`config.mk`:
```
export PLATFORM = sky130hd
export DESIGN_NAME = raster_timing_gen
export DESIGN_NICKNAME = d
export VERILOG_FILES = /design/src/rtl/rtg_pkg.sv /design/src/rtl/rtg_shadow.sv /design/src/rtl/rtg_counter.sv /design/src/rtl/rtg_decode.sv /design/src/rtl/raster_timing_gen.sv
export SDC_FILE = /design/constraint.sdc
export NUM_CORES = 1
export LEC_CHECK = 0
export BUFFER_PORTS_ARGS = -buffer_cell sky130_fd_sc_hd__buf_2
export CORE_MARGIN = 10
export CORE_UTILIZATION = 37
export CTS_BUF_LIST = sky130_fd_sc_hd__clkbuf_2
export DETAILED_ROUTE_END_ITERATION = 7
export SLEW_MARGIN = 20
export SYNTH_ARGS = -nofsm -noshare
export SYNTH_HDL_FRONTEND = slang
export SYNTH_HIERARCHICAL = 1
export SYNTH_SLANG_ARGS = --single-unit
export TNS_END_PERCENT = 10
```
`constraint.sdc`:
```
create_clock -name clk -period 5.3 [get_ports clk]
set_clock_uncertainty 0.1 [all_clocks]
set_input_delay 1.06 -clock clk [delete_from_list [all_inputs] [get_ports clk]]
set_output_delay 1.06 -clock clk [all_outputs]
set_load 0.005 [all_outputs]
```
`src/rtl/rtg_pkg.sv`:
```
package rtg_pkg;
  // Widest counter handled by the shared window compare.
  localparam int unsigned WIN_W = 16;

  // Half-open window test: beg <= pos < fin.
  function automatic logic in_win(input logic [WIN_W-1:0] pos,
                                  input logic [WIN_W-1:0] beg,
                                  input logic [WIN_W-1:0] fin);
    return (pos >= beg) && (pos < fin);
  endfunction
endpackage

```
`src/rtl/rtg_shadow.sv`:
```
module rtg_shadow #(
  parameter int unsigned W = 8
) (
  input  logic         clk,
  input  logic         rst_n,
  input  logic         load,
  input  logic [W-1:0] d,
  output logic [W-1:0] q
);
  logic [W-1:0] q_r;
  logic [W-1:0] q_nx;

  always_comb begin
    q_nx = q_r;
    if (load) q_nx = d;
  end

  always_ff @(posedge clk or negedge rst_n) begin
    if (!rst_n) q_r <= '0;
    else        q_r <= q_nx;
  end

  assign q = q_r;
endmodule

```
`src/rtl/rtg_counter.sv`:
```
module rtg_counter #(
  parameter int unsigned HW = 12,
  parameter int unsigned VW = 11
) (
  input  logic          clk,
  input  logic          rst_n,
  input  logic          run,
  input  logic [HW-1:0] line_len,
  input  logic [VW-1:0] frame_len,
  output logic [HW-1:0] h_o,
  output logic [VW-1:0] v_o,
  output logic          frame_end_o
);
  logic [HW-1:0] h_q, h_d;
  logic [VW-1:0] v_q, v_d;
  logic          line_end;

  always_comb begin
    line_end    = (h_q >= (line_len - 1'b1));
    frame_end_o = line_end && (v_q >= (frame_len - 1'b1));
    h_d = h_q;
    v_d = v_q;
    if (!run) begin
      h_d = '0;
      v_d = '0;
    end else if (line_end) begin
      h_d = '0;
      v_d = frame_end_o ? '0 : (v_q + 1'b1);
    end else begin
      h_d = h_q + 1'b1;
    end
  end

  always_ff @(posedge clk or negedge rst_n) begin
    if (!rst_n) begin
      h_q <= '0;
      v_q <= '0;
    end else begin
      h_q <= h_d;
      v_q <= v_d;
    end
  end

  assign h_o = h_q;
  assign v_o = v_q;
endmodule

```
`src/rtl/rtg_decode.sv`:
```
module rtg_decode
  import rtg_pkg::*;
#(
  parameter int unsigned HW = 12,
  parameter int unsigned VW = 11
) (
  input  logic          clk,
  input  logic          rst_n,
  input  logic          run,
  input  logic          ilace,
  input  logic          hinv,
  input  logic          vinv,
  input  logic [HW-1:0] h,
  input  logic [VW-1:0] v,
  input  logic [HW-1:0] ah_beg,
  input  logic [HW-1:0] ah_end,
  input  logic [HW-1:0] hs_beg,
  input  logic [HW-1:0] hs_end,
  input  logic [HW-1:0] vs_shift,
  input  logic [VW-1:0] a0_beg,
  input  logic [VW-1:0] a0_end,
  input  logic [VW-1:0] s0_beg,
  input  logic [VW-1:0] s0_end,
  input  logic [VW-1:0] a1_beg,
  input  logic [VW-1:0] a1_end,
  input  logic [VW-1:0] s1_beg,
  input  logic [VW-1:0] s1_end,
  output logic          hsync_o,
  output logic          vsync_o,
  output logic          de_o,
  output logic          field_o,
  output logic [HW-1:0] pix_o,
  output logic [VW-1:0] line_o
);
  localparam int unsigned HX = HW + 1;

  logic [HX-1:0] mid_pos;
  logic          past_mid;
  logic          hs_act, de_act, vs0_act, vs1_act, vs_act, fld_act;
  logic          line_on0, line_on1, after_beg, before_end;

  logic          hs_q, vs_q, de_q, fld_q;
  logic          hs_d, vs_d, de_d, fld_d;
  logic [HW-1:0] pix_q, pix_d;
  logic [VW-1:0] line_q, line_d;

  always_comb begin
    mid_pos    = {1'b0, hs_beg} + {1'b0, vs_shift};
    past_mid   = ({1'b0, h} >= mid_pos);
    hs_act     = in_win(WIN_W'(h), WIN_W'(hs_beg), WIN_W'(hs_end));
    line_on0   = in_win(WIN_W'(v), WIN_W'(a0_beg), WIN_W'(a0_end));
    line_on1   = ilace && in_win(WIN_W'(v), WIN_W'(a1_beg), WIN_W'(a1_end));
    de_act     = in_win(WIN_W'(h), WIN_W'(ah_beg), WIN_W'(ah_end)) &&
                 (line_on0 || line_on1);
    vs0_act    = in_win(WIN_W'(v), WIN_W'(s0_beg), WIN_W'(s0_end));
    after_beg  = (v > s1_beg) || ((v == s1_beg) && past_mid);
    before_end = (v < s1_end) || ((v == s1_end) && !past_mid);
    vs1_act    = ilace && after_beg && before_end;
    vs_act     = vs0_act || vs1_act;
    fld_act    = ilace && (v >= a0_end);
  end

  always_comb begin
    if (run) begin
      hs_d   = hs_act ^ hinv;
      vs_d   = vs_act ^ vinv;
      de_d   = de_act;
      fld_d  = fld_act;
      pix_d  = h;
      line_d = v;
    end else begin
      hs_d   = hinv;
      vs_d   = vinv;
      de_d   = 1'b0;
      fld_d  = 1'b0;
      pix_d  = '0;
      line_d = '0;
    end
  end

  always_ff @(posedge clk or negedge rst_n) begin
    if (!rst_n) begin
      hs_q   <= 1'b0;
      vs_q   <= 1'b0;
      de_q   <= 1'b0;
      fld_q  <= 1'b0;
      pix_q  <= '0;
      line_q <= '0;
    end else begin
      hs_q   <= hs_d;
      vs_q   <= vs_d;
      de_q   <= de_d;
      fld_q  <= fld_d;
      pix_q  <= pix_d;
      line_q <= line_d;
    end
  end

  assign hsync_o = hs_q;
  assign vsync_o = vs_q;
  assign de_o    = de_q;
  assign field_o = fld_q;
  assign pix_o   = pix_q;
  assign line_o  = line_q;
endmodule

```
`src/rtl/raster_timing_gen.sv`:
```
module raster_timing_gen #(
  parameter int unsigned HW = 12,
  parameter int unsigned VW = 11
) (
  input  logic          clk,
  input  logic          rst_n,
  input  logic          gen_en,
  input  logic          ilace_en,
  input  logic          hs_inv,
  input  logic          vs_inv,
  input  logic [HW-1:0] act_h_start,
  input  logic [HW-1:0] act_h_stop,
  input  logic [HW-1:0] hs_start,
  input  logic [HW-1:0] hs_stop,
  input  logic [VW-1:0] f0_act_start,
  input  logic [VW-1:0] f0_act_stop,
  input  logic [VW-1:0] f0_vs_start,
  input  logic [VW-1:0] f0_vs_stop,
  input  logic [VW-1:0] f1_act_start,
  input  logic [VW-1:0] f1_act_stop,
  input  logic [VW-1:0] f1_vs_start,
  input  logic [VW-1:0] f1_vs_stop,
  input  logic [HW-1:0] f1_vs_shift,
  output logic          hsync_o,
  output logic          vsync_o,
  output logic          de_o,
  output logic          field_o,
  output logic [HW-1:0] pix_o,
  output logic [VW-1:0] line_o
);
  localparam int unsigned CFG_W = 5 * HW + 8 * VW + 3;

  logic [CFG_W-1:0] cfg_live, cfg_sh;
  logic             sh_il, sh_vinv, sh_hinv;
  logic [HW-1:0]    sh_shift, sh_hs_end, sh_hs_beg, sh_ah_end, sh_ah_beg;
  logic [VW-1:0]    sh_s1_end, sh_s1_beg, sh_a1_end, sh_a1_beg;
  logic [VW-1:0]    sh_s0_end, sh_s0_beg, sh_a0_end, sh_a0_beg;
  logic [HW-1:0]    h_cnt;
  logic [VW-1:0]    v_cnt;
  logic [VW-1:0]    frame_len;
  logic             frame_end;
  logic             cfg_load;

  assign cfg_live = {ilace_en, vs_inv, hs_inv,
                     f1_vs_shift, hs_stop, hs_start, act_h_stop, act_h_start,
                     f1_vs_stop, f1_vs_start, f1_act_stop, f1_act_start,
                     f0_vs_stop, f0_vs_start, f0_act_stop, f0_act_start};

  assign {sh_il, sh_vinv, sh_hinv,
          sh_shift, sh_hs_end, sh_hs_beg, sh_ah_end, sh_ah_beg,
          sh_s1_end, sh_s1_beg, sh_a1_end, sh_a1_beg,
          sh_s0_end, sh_s0_beg, sh_a0_end, sh_a0_beg} = cfg_sh;

  // Capture freely while stopped, otherwise only on the last pixel of a frame.
  assign cfg_load  = !gen_en || frame_end;
  assign frame_len = sh_il ? sh_a1_end : sh_a0_end;

  rtg_shadow #(.W(CFG_W)) u_shadow (
    .clk   (clk),
    .rst_n (rst_n),
    .load  (cfg_load),
    .d     (cfg_live),
    .q     (cfg_sh)
  );

  rtg_counter #(.HW(HW), .VW(VW)) u_count (
    .clk         (clk),
    .rst_n       (rst_n),
    .run         (gen_en),
    .line_len    (sh_ah_end),
    .frame_len   (frame_len),
    .h_o         (h_cnt),
    .v_o         (v_cnt),
    .frame_end_o (frame_end)
  );

  rtg_decode #(.HW(HW), .VW(VW)) u_decode (
    .clk      (clk),
    .rst_n    (rst_n),
    .run      (gen_en),
    .ilace    (sh_il),
    .hinv     (sh_hinv),
    .vinv     (sh_vinv),
    .h        (h_cnt),
    .v        (v_cnt),
    .ah_beg   (sh_ah_beg),
    .ah_end   (sh_ah_end),
    .hs_beg   (sh_hs_beg),
    .hs_end   (sh_hs_end),
    .vs_shift (sh_shift),
    .a0_beg   (sh_a0_beg),
    .a0_end   (sh_a0_end),
    .s0_beg   (sh_s0_beg),
    .s0_end   (sh_s0_end),
    .a1_beg   (sh_a1_beg),
    .a1_end   (sh_a1_end),
    .s1_beg   (sh_s1_beg),
    .s1_end   (sh_s1_end),
    .hsync_o  (hsync_o),
    .vsync_o  (vsync_o),
    .de_o     (de_o),
    .field_o  (field_o),
    .pix_o    (pix_o),
    .line_o   (line_o)
  );
endmodule

```
==> impl_summary.md <==
Finish
The final layout contains 1720 nets. The area added between synthesis and finish is 15.5%. The proportion of layout cells with a drive suffix above 1 is 0.317. The number of standard cells in the layout, taps in and fillers out is 1883.

The cell area after layout is 15000 sq um. Once layout is complete, the utilization of the core stands at 0.434.

Clock tree
Clock-pin slew was measured on the worst setup and hold paths at 90 ps. The root buffer cell is sky130_fd_sc_hd__clkbuf_2. The CTS tree is yes.

The deepest clock path buffer count is 3. The clock net sink count is 201. The number of CTS-inserted buffers is 56.

After clock tree synthesis, the flow added hold-fix buffers numbering 0. In this run, post-CTS repair resized a total of 0 instances. In this run the number of H-tree levels came out at 2.

Post-CTS timing repair inserted 0 buffers for setup. The insertion delay to the later sink of the worst-skew pair is 900 ps.

Route
The final wirelength is 34.5 mm. The antenna violation net count after detailed routing is 0. The post-detailed-route via-to-cell ratio is 4.90. The average wire length per cell after detail routing is 18.3 um. After the first detailed-routing iteration, the DRC count stood at 377. For this run, design rule violations remaining after detail routing come to 0.

The number of iterations in the first detailed-routing pass is 4. The total number of vias is 9218.

Yosys
The synthesized design contains 0 enable-type register cells. The average instance in the mapped netlist occupies 11.3 sq um. For this run, the register share of the synthesized area comes to 0.388. The number of nets in the synthesized netlist is 1488. The primary flip-flop cell chosen by synthesis mapping is sky130_fd_sc_hd__dfrtp_1.

The number of warnings reported in the yosys synthesis log is 6. The flip-flop and latch count after synthesis is 201. After synthesis, the netlist uses 59 different library cells. The area of the mapped netlist is 13000 sq um.

Synthesis produced 1150 cells. The proportion of synthesized flip-flops having asynchronous set or reset is 1.00.

Timing
Adding up every negative setup slack in the final design gives 0 ps. On the final layout, the worst hold slack is 153 ps. The final critical-path setup slack is 615 ps. The slew of the pin with the lowest slew margin is 798 ps. The relative slew slack is 0.468.

The share of the clock period used by the worst path is 0.884. Setup repair after global routing left no endpoint under its margin. The number of setup violations in the final report is 0. The final hold violation count was 0. The time the worst path needs with I/O delays and setup is 4690 ps. The achievable frequency is 213 MHz. The total count of max-transition violations in the final report is 0.

Worst setup path
The delay of the slowest critical-path stage is 820 ps. The slowest stage cell on the critical path is sky130_fd_sc_hd__dfrtp_1. The endpoint class of the critical path is a flip-flop. The data arrival time of the critical path is 5360 ps. The worst setup path is of the reg -> reg kind. The critical path goes through mux2_4 -> nor4_1 -> nand3_1 -> nor4_1 -> xnor2_1 -> ha_1 -> nand4_1 -> a21oi_1 -> a211oi_2 -> and2_1 -> nor2_1 -> nand2b_4 -> buf_4 -> mux2_4. STA puts the critical path data required time at 5970 ps. The dominant delay contributor by cell family on the critical path is simple AND/OR/NAND/NOR gates.

The startpoint type of the worst setup path is a flip-flop. The top fanout value on the critical path is 25. Counting both buffers and inverters, the worst setup path holds a total of 1.

Power
Of the total power, registers draw 0.466. In this run the power spent charging and discharging nets is 1.16 mW. The relative contribution of the clock network to total power is 0.328. VDD sags by at most 0.108 mV. The share of total power dissipated in combinational logic is 0.206. The proportion of total power due to net switching is 0.309. The internal power of the cells totals 2.61 mW.

The total leakage power is 8.11 nW. The total power is 3.77 mW. In this run the power density over the cells is 252 nW/um^2.

Placement
The placed instances occupy a cell area of 14400 sq um. The worst setup slack before clock tree synthesis is 656 ps. In this run, placement finished with an instance count of 1779. Summed over all nets, the half-perimeter wirelength after detailed placement is 25.4 mm. Input and output buffers added on the ports amount to 180. The routability congestion estimate from global placement is 0.838.

Die
In this run the core area contains 68 standard-cell rows. The overall die width is 207 um. The floorplan step set the die height to 207 um. For this configuration, the core starts out at a cell density of 0.376. The floorplan step defined a die boundary enclosing 42900 sq um.

The total area inside the core boundary comes to 34500 sq um. During I/O placement, the number of pins put on the boundary was 181.

Global route
The number of antenna violations at the first check in global routing is 4. The first-pass GRT wire length is 55.3 mm. The combined global-route utilization of all metal layers is 0.158.

The via count of the first global-routing pass is 9983. After global routing the overflow that remains totals 0. The pin count of the biggest net entering global routing is 96.

Min path
The kind of path behind the tightest hold check is in -> async.

Status
The flow ran to the end, and the final reports show no timing, DRC or antenna violations.

Run
The number of max-cap violations is 0.
power by group through the flow:
stage | sequential [mW] | clock (mW) | combinational, mW
floorplan | 1.75 | 0 | 0.571
global placement | 1.79 | 0 | 0.756
detailed placement | 1.79 | 0 | 0.778
CTS | 1.76 | 1.30 | 0.783
global route | 1.78 | 1.38 | 0.879
finish | 1.76 | 1.24 | 0.776
placed cells by master (no fill, tap or decap), types with 8 or more instances in the layout:
master                     count
sky130_fd_sc_hd__nand3_1      22
sky130_fd_sc_hd__nor2_1       41
sky130_fd_sc_hd__mux2_4      100
sky130_fd_sc_hd__nor2b_1      19
sky130_fd_sc_hd__buf_4        14
sky130_fd_sc_hd__buf_2       179
sky130_fd_sc_hd__xor2_1       24
sky130_fd_sc_hd__a22o_1        8
sky130_fd_sc_hd__and3_1       12
sky130_fd_sc_hd__nor4_1        9
sky130_fd_sc_hd__inv_1       146
sky130_fd_sc_hd__mux2_2       62
sky130_fd_sc_hd__o21a_1       11
sky130_fd_sc_hd__dfrtp_1     201
sky130_fd_sc_hd__a21o_1       21
sky130_fd_sc_hd__ha_1        183
sky130_fd_sc_hd__clkinv_1     14
sky130_fd_sc_hd__nand2b_1     12
sky130_fd_sc_hd__nand4_1      13
sky130_fd_sc_hd__and2_1       25
sky130_fd_sc_hd__xnor2_1      16
sky130_fd_sc_hd__a21oi_1      42
sky130_fd_sc_hd__nand2_1      29
sky130_fd_sc_hd__o21ai_0      47
sky130_fd_sc_hd__clkbuf_2     77
sky130_fd_sc_hd__nor3_1       13
registers in the layout (all words and copies together) (netlist names):
signal	count
u_decode/de_o	1
u_decode/vsync_o	1
u_decode/line_o	11
u_decode/pix_o	12
u_decode/field_o	1
u_decode/hsync_o	1
u_shadow/q	151
u_count/h_o	12
u_count/v_o	11
cell usage after synthesis (all sizes together), types with 4 or more instances:
| master | number | area [sq um] |
|---|---|---|
| o21a | 11 | 82.6 |
| a22o | 8 | 70.1 |
| a21o | 21 | 158 |
| xnor2 | 16 | 140 |
| nand2 | 29 | 109 |
| and3 | 12 | 75.1 |
| a21oi | 44 | 228 |
| a211oi | 9 | 85.1 |
| dfrtp | 201 | 5030 |
| nand3b | 4 | 30.0 |
| nor3 | 13 | 65.1 |
| nor2b | 19 | 119 |
| nor4 | 9 | 56.3 |
| o21ai | 48 | 240 |
| nor2 | 42 | 165 |
| a2111oi | 5 | 43.8 |
| mux2 | 162 | 2200 |
| nand2b | 13 | 81.3 |
| o211ai | 5 | 37.5 |
| nand3 | 22 | 110 |
| inv | 146 | 548 |
| xor2 | 24 | 210 |
| buf | 19 | 176 |
| nand4 | 13 | 81.3 |
| o21bai | 4 | 30.0 |
| o2111ai | 5 | 43.8 |
| ha | 183 | 2290 |
| and2 | 25 | 156 |
final timing paths:
path / startpoint / to / slack, ps / cells after the start
min in group clk: act_h_start[10] / u_shadow/q[98]$_DFFE_PN0P_ / 280 / 2
worst max register to register: u_shadow/q[150]$_DFFE_PN0P_ / u_shadow/q[69]$_DFFE_PN0P_ / 610 / 14
worst min-delay path: rst_n / u_shadow/q[5]$_DFFE_PN0P_ / 150 / 1
worst min register to register: u_shadow/q[148]$_DFFE_PN0P_ / u_decode/hsync_o$_DFF_PN0_ / 350 / 1
worst max-delay path: u_shadow/q[150]$_DFFE_PN0P_ / u_shadow/q[69]$_DFFE_PN0P_ / 610 / 14
max in group asynchronous: rst_n / u_decode/pix_o[2]$_DFF_PN0_ / 3870 / 2
logic make-up (layout without fill, tap and decap cells):
logic type	after synthesis	in the layout	share of synthesized area
and+or+nand+nor	211	211	0.0870
DFF	201	201	0.388
other	0	4	0
adders and majority gates	184	184	0.178
muxes	162	162	0.170
AOI/OAI and AO/OA	184	184	0.0939
xor gates and xnor gates	40	40	0.0270
buffers and inverters	168	442	0.0567
worst register-to-register path: cells and delay by family (launching register included):
family,cells,cell delay [ps]
AND/OR/NAND/NOR,7,1720
flip-flops,1,820
multiplexers,2,750
buffers and inverters,1,500
adder cells (fa/ha/maj),1,300
AO/OA/AOI/OAI,2,250
XOR/XNOR,1,130
layer usage:
| metal | vias up | GRT usage | part of all wire |
|---|---|---|---|
| li1 | 4564 | - | - |
| met1 | 4397 | 0.208 | 0.48 |
| met2 | 205 | 0.252 | 0.45 |
| met3 | 50 | 0.0385 | 0.054 |
| met4 | 2 | 0.0467 | 0.018 |
| met5 | - | 0 | 0.00032 |
final cells by class:
cell class | instances | area, sq um
Sequential cell | 201 | 5030
Multi-Input combinational cell | 781 | 7210
Inverter | 146 | 548
Tap cell | 455 | 569
Antenna cell | 4 | 10.0
Timing Repair Buffer | 196 | 1050
Clock buffer | 77 | 385
Fill cell | 3410 | 19600
Clock inverter | 23 | 174
Note: power is estimated with default switching activity, not from simulation.
